### src/rtl/gpio_bank_pkg.sv
package gpio_bank_pkg;
  localparam int REG_W = 32;

  // bit positions decoded by software
  localparam int B_LEVEL = 8;
  localparam int B_ACT0  = 9;
  localparam int B_IEN   = 11;
  localparam int B_IMSK  = 12;
  localparam int B_WAKE0 = 13;
  localparam int B_INLVL = 16;
  localparam int B_OVAL  = 22;
  localparam int B_OEN   = 23;
  localparam int B_SWVAL = 24;
  localparam int B_SWEN  = 25;
  localparam int B_ISTS  = 28;
  localparam int B_WSTS  = 29;
  localparam int B_EOI   = 29;

  localparam logic [REG_W-1:0] WR_MASK = 32'h03FE_FFFF;
  localparam logic [7:0] MASTER_OFS = 8'hFC;

  localparam logic [1:0] ACT_HIGH = 2'd0;
  localparam logic [1:0] ACT_LOW  = 2'd1;
  localparam logic [1:0] ACT_BOTH = 2'd2;

  // trigger condition on sampled input (cur) and previous sample (old)
  function automatic logic trig_hit(input logic lvl, input logic [1:0] act,
                                    input logic cur, input logic old);
    logic r;
    if (lvl) begin
      r = (act == ACT_LOW) ? ~cur : cur;
    end else begin
      case (act)
        ACT_LOW:  r = ~cur & old;
        ACT_BOTH: r = cur ^ old;
        default:  r = cur & ~old;
      endcase
    end
    return r;
  endfunction
endpackage

### src/rtl/gpio_addr_dec.sv
module gpio_addr_dec #(
  parameter int NUM_PINS = 4,
  parameter int ADDR_W   = 8
) (
  input  logic [ADDR_W-1:0]   addr,
  output logic [NUM_PINS-1:0] pin_sel,
  output logic                master_hit
);
  import gpio_bank_pkg::*;

  localparam logic [ADDR_W-1:0] MASTER_ADDR = ADDR_W'(MASTER_OFS);

  for (genvar p = 0; p < NUM_PINS; p++) begin : g_sel
    assign pin_sel[p] = (addr == ADDR_W'(p * 4));
  end

  assign master_hit = (addr == MASTER_ADDR);
endmodule

### src/rtl/gpio_pin_cell.sv
module gpio_pin_cell
  import gpio_bank_pkg::*;
(
  input  logic             clk,
  input  logic             rst_n,
  input  logic             pad_i,
  input  logic             wr_stb,
  input  logic [REG_W-1:0] wdata,
  output logic [REG_W-1:0] rd_word,
  output logic             pad_o,
  output logic             oe_o,
  output logic             pend_o
);
  logic [REG_W-1:0] cfg_q;
  logic samp_q, prev_q, ists_q, wsts_q;
  logic eff_in, hit_w, set_evt, wake_evt, clr_req, wclr_req;

  assign eff_in   = cfg_q[B_SWEN] ? cfg_q[B_SWVAL] : pad_i;
  assign hit_w    = trig_hit(cfg_q[B_LEVEL], cfg_q[B_ACT0+:2], samp_q, prev_q);
  assign set_evt  = hit_w & cfg_q[B_IEN];
  assign wake_evt = hit_w & (|cfg_q[B_WAKE0+:3]);
  assign clr_req  = wr_stb & wdata[B_ISTS];
  assign wclr_req = wr_stb & wdata[B_WSTS];

  always_ff @(posedge clk or negedge rst_n) begin
    if (!rst_n) begin
      cfg_q  <= '0;
      samp_q <= 1'b0;
      prev_q <= 1'b0;
      ists_q <= 1'b0;
      wsts_q <= 1'b0;
    end else begin
      if (wr_stb) cfg_q <= wdata & WR_MASK;
      samp_q <= eff_in;
      prev_q <= samp_q;
      ists_q <= set_evt | (ists_q & ~clr_req);
      wsts_q <= wake_evt | (wsts_q & ~wclr_req);
    end
  end

  always_comb begin
    rd_word          = cfg_q;
    rd_word[B_INLVL] = samp_q;
    rd_word[B_ISTS]  = ists_q;
    rd_word[B_WSTS]  = wsts_q;
  end

  assign pad_o  = cfg_q[B_OVAL];
  assign oe_o   = cfg_q[B_OEN];
  assign pend_o = ists_q & cfg_q[B_IEN] & ~cfg_q[B_IMSK];

  AST_SET_STICKY: assert property (@(posedge clk) disable iff (!rst_n)
    set_evt |=> ists_q);
  AST_W1C_CLEAR: assert property (@(posedge clk) disable iff (!rst_n)
    (clr_req && !set_evt) |=> !ists_q);
  AST_STS_HOLD: assert property (@(posedge clk) disable iff (!rst_n)
    (!clr_req && !set_evt) |=> $stable(ists_q));
  AST_WAKE_SET: assert property (@(posedge clk) disable iff (!rst_n)
    wake_evt |=> wsts_q);
  AST_NO_SPURIOUS: assert property (@(posedge clk) disable iff (!rst_n)
    $rose(ists_q) |-> $past(set_evt));
endmodule

### src/rtl/gpio_irq_merge.sv
module gpio_irq_merge #(
  parameter int NUM_PINS = 4
) (
  input  logic                clk,
  input  logic                rst_n,
  input  logic [NUM_PINS-1:0] pend_vec,
  input  logic                eoi,
  output logic                irq_o
);
  logic any_pend;
  assign any_pend = |pend_vec;

  always_ff @(posedge clk or negedge rst_n) begin
    if (!rst_n) irq_o <= 1'b0;
    else        irq_o <= eoi ? 1'b0 : any_pend;
  end

  AST_EOI_BLANK: assert property (@(posedge clk) disable iff (!rst_n)
    eoi |=> !irq_o);
  AST_IRQ_RISE: assert property (@(posedge clk) disable iff (!rst_n)
    (any_pend && !eoi) |=> irq_o);
  AST_IRQ_SOURCE: assert property (@(posedge clk) disable iff (!rst_n)
    $rose(irq_o) |-> $past(any_pend));
endmodule

### src/rtl/gpio_bank_regs.sv
module gpio_bank_regs
  import gpio_bank_pkg::*;
#(
  parameter int NUM_PINS = 4,
  parameter int ADDR_W   = 8
) (
  input  logic                clk,
  input  logic                rst_n,
  input  logic [ADDR_W-1:0]   bus_addr,
  input  logic                bus_wr,
  input  logic [REG_W-1:0]    bus_wdata,
  output logic [REG_W-1:0]    bus_rdata,
  input  logic [NUM_PINS-1:0] pad_in,
  output logic [NUM_PINS-1:0] pad_out,
  output logic [NUM_PINS-1:0] pad_oe,
  output logic                irq_out
);
  logic [NUM_PINS-1:0] pin_sel;
  logic                master_hit;
  logic [NUM_PINS-1:0] pend_vec;
  logic [REG_W-1:0]    rd_words [NUM_PINS];
  logic                eoi_pulse;

  gpio_addr_dec #(.NUM_PINS(NUM_PINS), .ADDR_W(ADDR_W)) u_dec (
    .addr(bus_addr), .pin_sel(pin_sel), .master_hit(master_hit)
  );

  for (genvar p = 0; p < NUM_PINS; p++) begin : g_pin
    gpio_pin_cell u_cell (
      .clk(clk), .rst_n(rst_n), .pad_i(pad_in[p]),
      .wr_stb(bus_wr & pin_sel[p]), .wdata(bus_wdata),
      .rd_word(rd_words[p]), .pad_o(pad_out[p]), .oe_o(pad_oe[p]),
      .pend_o(pend_vec[p])
    );
  end

  assign eoi_pulse = bus_wr & master_hit & bus_wdata[B_EOI];

  gpio_irq_merge #(.NUM_PINS(NUM_PINS)) u_merge (
    .clk(clk), .rst_n(rst_n), .pend_vec(pend_vec), .eoi(eoi_pulse), .irq_o(irq_out)
  );

  always_comb begin
    bus_rdata = '0;
    for (int p = 0; p < NUM_PINS; p++) begin
      if (pin_sel[p]) bus_rdata = rd_words[p];
    end
  end

  AST_RSVD_ZERO: assert property (@(posedge clk) disable iff (!rst_n)
    (bus_rdata[27:26] == 2'b00) && (bus_rdata[31:30] == 2'b00));
  AST_MASTER_RD: assert property (@(posedge clk) disable iff (!rst_n)
    master_hit |-> (bus_rdata == '0));
endmodule

### config.mk
export PLATFORM = sky130hd
export DESIGN_NAME = gpio_bank_regs
export DESIGN_NICKNAME = d
export VERILOG_FILES = /design/src/rtl/gpio_bank_pkg.sv /design/src/rtl/gpio_addr_dec.sv /design/src/rtl/gpio_pin_cell.sv /design/src/rtl/gpio_irq_merge.sv /design/src/rtl/gpio_bank_regs.sv
export SDC_FILE = /design/constraint.sdc
export NUM_CORES = 1
export LEC_CHECK = 0
export ABC_AREA = 1
export CAP_MARGIN = 20
export CORE_MARGIN = 1.5
export CORE_UTILIZATION = 50
export DETAILED_ROUTE_END_ITERATION = 7
export DONT_BUFFER_PORTS = 1
export PLACE_DENSITY = 0.68
export REMOVE_ABC_BUFFERS = 1
export SLEW_MARGIN = 25
export SYNTH_ARGS = -nofsm -noshare
export SYNTH_HDL_FRONTEND = slang
export SYNTH_SLANG_ARGS = --single-unit
### constraint.sdc
create_clock -name clk -period 1.05 [get_ports clk]
set_input_delay 0.105 -clock clk [delete_from_list [all_inputs] [get_ports clk]]
set_output_delay 0.105 -clock clk [all_outputs]
set_load 0.01 [all_outputs]
==> flow_summary.json, run 1 <==
{
  "cp-end-kind": "primary output",
  "cts_tree": "yes",
  "cts_root_buffer": "clkbuf_16",
  "ys.flop_type": "dfrtp_1",
  "post-place-ws_ns": -0.236,
  "start_kind": "register",
  "die_y_um": 114,
  "violations": "negative hold slack, negative setup slack",
  "synth.distinct_cells": 26,
  "place_inst": 831,
  "setup.worst_path.class": "reg2out",
  "hold-worst-slack_ns": -0.611,
  "grt_pass1_vias": 5200,
  "setup_ws_ns": -0.284,
  "synth_largest_area_cell": "dfrtp_1",
  "leakage_nw": 3.77,
  "dp_hpwl_um": 9460,
  "cts_made_buffers": 17,
  "antennaDiodeCount": 0,
  "design.core.area_um2": 12000,
  "dr_total_vias": 5220,
  "required_ns": 0.94,
  "grt_pass1_wl_um": 25600,
  "firstDrtPassIters": 5,
  "multiInputGateArea_um2": 2760,
  "clock.fmax_ghz": 0.749,
  "port_buffers": 0,
  "dieArea_um2": 13000,
  "register_area_um2": 2930,
  "clock_sinks": 117,
  "grt_start_max_net_pins": 118,
  "ys_seq_area_frac": 0.475,
  "timing.final.crit_share": 1.27,
  "drive_gt1_frac": 0.307,
  "gp_congestion": 0.813,
  "routed_wl_um": 16100,
  "setup_violations": 51,
  "ir_drop_mv": 1.18,
  "wire_per_inst_um": 17.0,
  "critical-path-max-stage-delay_ns": 0.44,
  "synthArstFlopShare": 1.00,
  "cap_violations": 0,
  "hold_violations": 117,
  "ant_nets": 0,
  "synth_top_area_frac": 0.475,
  "io_pins": 88,
  "rows": 40,
  "dieWidth_um": 114,
  "fin_cells": 946,
  "slew_violations": 0,
  "cts_hold_buffers": 35,
  "power_density_nw_per_um2": 1460,
  "skew_ns": 0.00608,
  "synth_edf_count": 0,
  "clk_latency_ns": 0.42,
  "arrival_ns": 1.23,
  "grt.total_usage": 0.257,
  "htree_levels": 4,
  "areaGrowthSynthToFinish_pct": 29.4,
  "synth_area_um2": 6170,
  "synthesis.instances": 687,
  "initial_core_util": 0.514,
  "avgSynthCellArea_um2": 8.98,
  "gr-total-overflow": 0,
  "cp_slowest_cell": "dfrtp_1",
  "status": "finished, violations left",
  "first_iter_violations": 375,
  "clk_pin_slew_worst_paths_ns": 0.06,
  "num-fill-cells": 948,
  "rsz0062_at_grt": "true",
  "synth.most_common_cell": "nand2_1",
  "total_power_mw": 11.6,
  "drc_errors": 0,
  "antenna_found_initial": 0,
  "ys_seq_elements": 117,
  "clockBufferDepth": 2,
  "ys.warnings.count": 0,
  "viasPerCell": 5.52,
  "hold_path_class": "in2async",
  "cp_max_fo": 3,
  "nNetsFinal": 851,
  "crit_chain": "buf_6, nand3_2, nand4_1",
  "synth_top_cells_by_area": "dfrtp_1 (47%), nand2_1 (13%), o21ai_2 (9.7%), nand3_1 (5.7%), buf_6 (4.4%)",
  "fin_crit_ns": 1.33,
  "yosys-top-cells-count": "nand2_1 (208), dfrtp_1 (117), nand3_1 (70)"
}
kinds of logic (layout without fill, tap and decap cells):
kind of cell / after synthesis / in the layout / synth area share
and+or+nand+nor: 333 / 333 / 0.245
DFF: 117 / 117 / 0.475
AOI/OAI and AO/OA: 108 / 108 / 0.130
buffers and inverters: 105 / 214 / 0.105
adders and majority gates: 16 / 16 / 0.0325
muxes: 4 / 4 / 0.00730
xor gates and xnor gates: 3 / 3 / 0.00426
other: 1 / 4 / 0.000608
final timing paths:
kind | start | endpoint | slack (ns) | cells after the start
min | rst_n | g_pin[1].u_cell.prev_q | -0.61 | 0
max | g_pin[2].u_cell.cfg_q[10] | bus_rdata[10] | -0.28 | 3
max reg2reg | g_pin[3].u_cell.samp_q | g_pin[3].u_cell.wsts_q | -0.27 | 9
max in group asynchronous | rst_n | g_pin[2].u_cell.wsts_q | 1.47 | 0
min in group clk | bus_addr[4] | u_merge.irq_o | 0.02 | 4
min reg2reg | g_pin[1].u_cell.cfg_q[20] | g_pin[1].u_cell.cfg_q[20] | 0.48 | 2
power by group:
part	internal, mW	switching (mW)
clock network	3.70	1.99
registers	4.74	0.159
logic	0.524	0.538
total	8.96	2.69
flip-flops by register name, summed over array words and instances (netlist names):
register,flops
g_pin.u_cell.cfg_q,100
g_pin.u_cell.wsts_q,4
g_pin.u_cell.prev_q,4
g_pin.u_cell.samp_q,4
g_pin.u_cell.ists_q,4
u_merge.irq_o,1
stage by stage:
step	util	cell area [um2]	setup TNS, ns
CTS	0.651	7820	-6.03
finish	0.665	7980	-6.32
floorplan	-	5740	-42.46
global placement	0.533	6400	-7.90
global route	0.665	7980	-9.01
detailed placement	0.533	6400	-9.81
routing by layer:
layer  part of all wire  global-route usage  vias to the layer above
met2               0.49               0.421                      212
met4              0.027              0.0975                        0
met5                  0                   0                        -
met3              0.074              0.0858                       42
li1                   -                   -                     2460
met1               0.41               0.317                     2506
cells in the final DEF (no fill, tap or decap), drive strengths merged, types with 4 or more instances in the layout:
cell type	n
nor2	14
clkinvlp	4
mux2	4
conb	4
inv	55
nand4	29
nand3	70
dfrtp	117
buf	93
or3	4
o21ai	102
nand2	213
ha	16
clkbuf	22
dlygate4sd3	35
repair_timing:
item / CTS / global route
cloned: 2 / 0
gates resized for setup: 40 / 19
endpoints found under the hold margin: 230 / 117
pin swaps: 49 / 32
setup endpoints to repair: 36 / 58
setup buffers: 36 / 12
layout make-up:
| cell class | count | area share |
|---|---|---|
| inverter | 55 | 0.0259 |
| clock buffer | 22 | 0.0606 |
| timing repair buffer | 129 | 0.165 |
| clock inverter | 8 | 0.0125 |
| sequential | 117 | 0.367 |
| multi-input combinational | 468 | 0.346 |
| tap | 147 | 0.0230 |
worst max-delay path: cells and delay by family, from the launching register on:
kind	cells	cell delay (ns)
buffers and inverters	1	0.14
flip-flops	1	0.44
AND/OR/NAND/NOR	2	0.23
Note: power is estimated with default switching activity, not from simulation.
==> run 2: changes to the inputs <==
--- a/config.mk
+++ b/config.mk
@@ -8,12 +8,10 @@
 export ABC_AREA = 1
 export CAP_MARGIN = 20
 export CORE_MARGIN = 1.5
-export CORE_UTILIZATION = 50
+export CORE_UTILIZATION = 33
 export DETAILED_ROUTE_END_ITERATION = 7
 export DONT_BUFFER_PORTS = 1
-export PLACE_DENSITY = 0.68
 export REMOVE_ABC_BUFFERS = 1
-export SLEW_MARGIN = 25
 export SYNTH_ARGS = -nofsm -noshare
 export SYNTH_HDL_FRONTEND = slang
 export SYNTH_SLANG_ARGS = --single-unit
==> run 2 against run 1 <==
Net effect: the flow finishes with violations (design-rule violations, negative hold slack, negative setup slack); wire length is 5.5% higher; worst setup slack better by 0.0015 ns; highest routed layer unchanged; largest power group unchanged; maximum frequency is 0.11% higher; flip-flop and latch count stayed put; critical path depth stayed put; final area is 5.0% higher; combinational power is 6% higher; clock power is 12% higher; final cell count is 10% higher.
==> flow_summary.json, run 2 (synthesized netlist as in run 1, its figures left out) <==
{
  "status": "finished, violations left",
  "violations": "design-rule violations, negative hold slack, negative setup slack",
  "hold_violations": 117,
  "timing.final.crit_share": 1.27,
  "skew_ns": 0.00888,
  "hold_path_class": "in2async",
  "grt_pass1_vias": 4980,
  "ant_nets": 0,
  "dr_total_vias": 5111,
  "leakage_nw": 3.92,
  "ir_drop_mv": 1.18,
  "crit-reg2reg-capture": "g_pin[3].u_cell.wsts_q",
  "start_kind": "register",
  "grt_pass1_wl_um": 26500,
  "largest_register_ffs": 100,
  "crit_buf_inv": 1,
  "routed_wl_um": 17000,
  "io_pins": 88,
  "clock_sinks": 117,
  "dieArea_um2": 19500,
  "gp_congestion": 0.777,
  "finalInstanceArea_um2": 8390,
  "rows": 49,
  "cts_made_buffers": 17,
  "setup_violations": 37,
  "dieWidth_um": 140,
  "arrival_ns": 1.23,
  "power_density_nw_per_um2": 1480,
  "postPlaceCellArea_um2": 6550,
  "cp_slowest_cell": "dfrtp_1",
  "first_iter_violations": 296,
  "setup.worst_path.class": "reg2out",
  "port_buffers": 0,
  "antenna_found_initial": 0,
  "drive_gt1_frac": 0.336,
  "cap_violations": 0,
  "wire_per_inst_um": 16.3,
  "slew_violations": 0,
  "regToRegStartpoint": "g_pin[3].u_cell.samp_q",
  "rsz0062_at_grt": "true",
  "fin_crit_ns": 1.33,
  "top_register": "g_pin.u_cell.cfg_q",
  "die_y_um": 140,
  "initial_core_util": 0.340,
  "dp_hpwl_um": 10300,
  "clockBufferDepth": 2,
  "nNetsFinal": 866,
  "hold-worst-slack_ns": -0.613,
  "reg2reg_slack_ns": -0.21,
  "drc_errors": 6,
  "reg2reg_depth": 9,
  "place_inst": 912,
  "cts_root_buffer": "clkbuf_16",
  "areaGrowthSynthToFinish_pct": 36.0,
  "cts_tree": "yes",
  "gr-total-overflow": 0,
  "path_delay_family": "flip-flops",
  "critical-path-max-stage-delay_ns": 0.38,
  "clock.fmax_ghz": 0.750,
  "viasPerCell": 4.89,
  "grt.total_usage": 0.175,
  "layout_common_cells": "nand2_1 (196), dfrtp_1 (113), buf_4 (70)",
  "cts_hold_buffers": 33,
  "cp-end-kind": "primary output",
  "setup_ws_ns": -0.283,
  "fin_cells": 1045,
  "cp_num_cells": 3,
  "crit_chain": "buf_6, nand2_2, nand4_1",
  "clk_pin_slew_worst_paths_ns": 0.05,
  "clk_latency_ns": 0.42,
  "cp_max_fo": 2,
  "antennaDiodeCount": 0,
  "design.core.area_um2": 18100,
  "final_common_cell": "nand2_1",
  "num-fill-cells": 1694,
  "required_ns": 0.94,
  "htree_levels": 4,
  "firstDrtPassIters": 7,
  "grt_start_max_net_pins": 118
}
run 2: worst max-delay path by stage:
stage	from	endpoint	slack, ns
2_1_floorplan	bus_addr[0]	u_merge.irq_o	-0.55
3_3_place_gp	g_pin[1].u_cell.cfg_q[9]	g_pin[1].u_cell.ists_q	-0.17
3_5_place_dp	g_pin[1].u_cell.cfg_q[9]	g_pin[1].u_cell.wsts_q	-0.20
4_1_cts	g_pin[1].u_cell.cfg_q[15]	bus_rdata[15]	-0.28
5_1_grt	g_pin[0].u_cell.cfg_q[15]	bus_rdata[15]	-0.30
6_report	g_pin[1].u_cell.cfg_q[15]	bus_rdata[15]	-0.28
run 2: final cells by class:
cell class / instances / area (um2) / share of cell area
multi-input cells: 468 / 2810 / 0.335
inverters: 55 / 206 / 0.0246
clock buffers: 23 / 478 / 0.0570
clock inverters: 9 / 173 / 0.0206
flip-flops and latches: 117 / 2930 / 0.350
repair buffers: 144 / 1500 / 0.179
well taps: 229 / 287 / 0.0342
run 2: layer usage:
| metal | wire length [um] | global-route usage | part of all wire |
|---|---|---|---|
| met5 | 0 | 0 | 0 |
| met2 | 8030 | 0.282 | 0.47 |
| met4 | 260 | 0.0609 | 0.015 |
| met3 | 909 | 0.0461 | 0.054 |
| met1 | 7780 | 0.228 | 0.46 |
run 2: what timing repair did:
action | CTS | global route
endpoints found under the setup margin | 38 | 38
cloned | 1 | 3
setup buffers | 45 | 19
pin swaps | 87 | 39
endpoints found under the hold margin | 230 | 117
resized for setup | 42 | 34
run 2: power breakdown:
| group | total, mW | internal [mW] | switching (mW) |
|---|---|---|---|
| Sequential | 4.88 | 4.74 | 0.148 |
| Combinational | 1.12 | 0.567 | 0.549 |
| Clock | 6.39 | 4.38 | 2.01 |
run 2: metrics by stage:
step                TNS [ns]  worst slack, ns  total power [mW]  utilization
floorplan             -42.46           -0.549              5.43            -
global placement       -8.12           -0.170              5.67        0.361
detailed placement    -10.00           -0.196              5.68        0.361
CTS                    -5.94           -0.276              12.4        0.443
global route           -7.60           -0.303              12.8        0.462
finish                 -5.37           -0.283              12.4        0.462
run 2: worst reg2reg max path, delay by kind of cell (launching register included):
| family | cells | cell delay (ns) |
|---|---|---|
| buf+inv | 2 | 0.16 |
| simple gates | 6 | 0.35 |
| flops | 1 | 0.38 |
| fa+ha+maj | 1 | 0.26 |
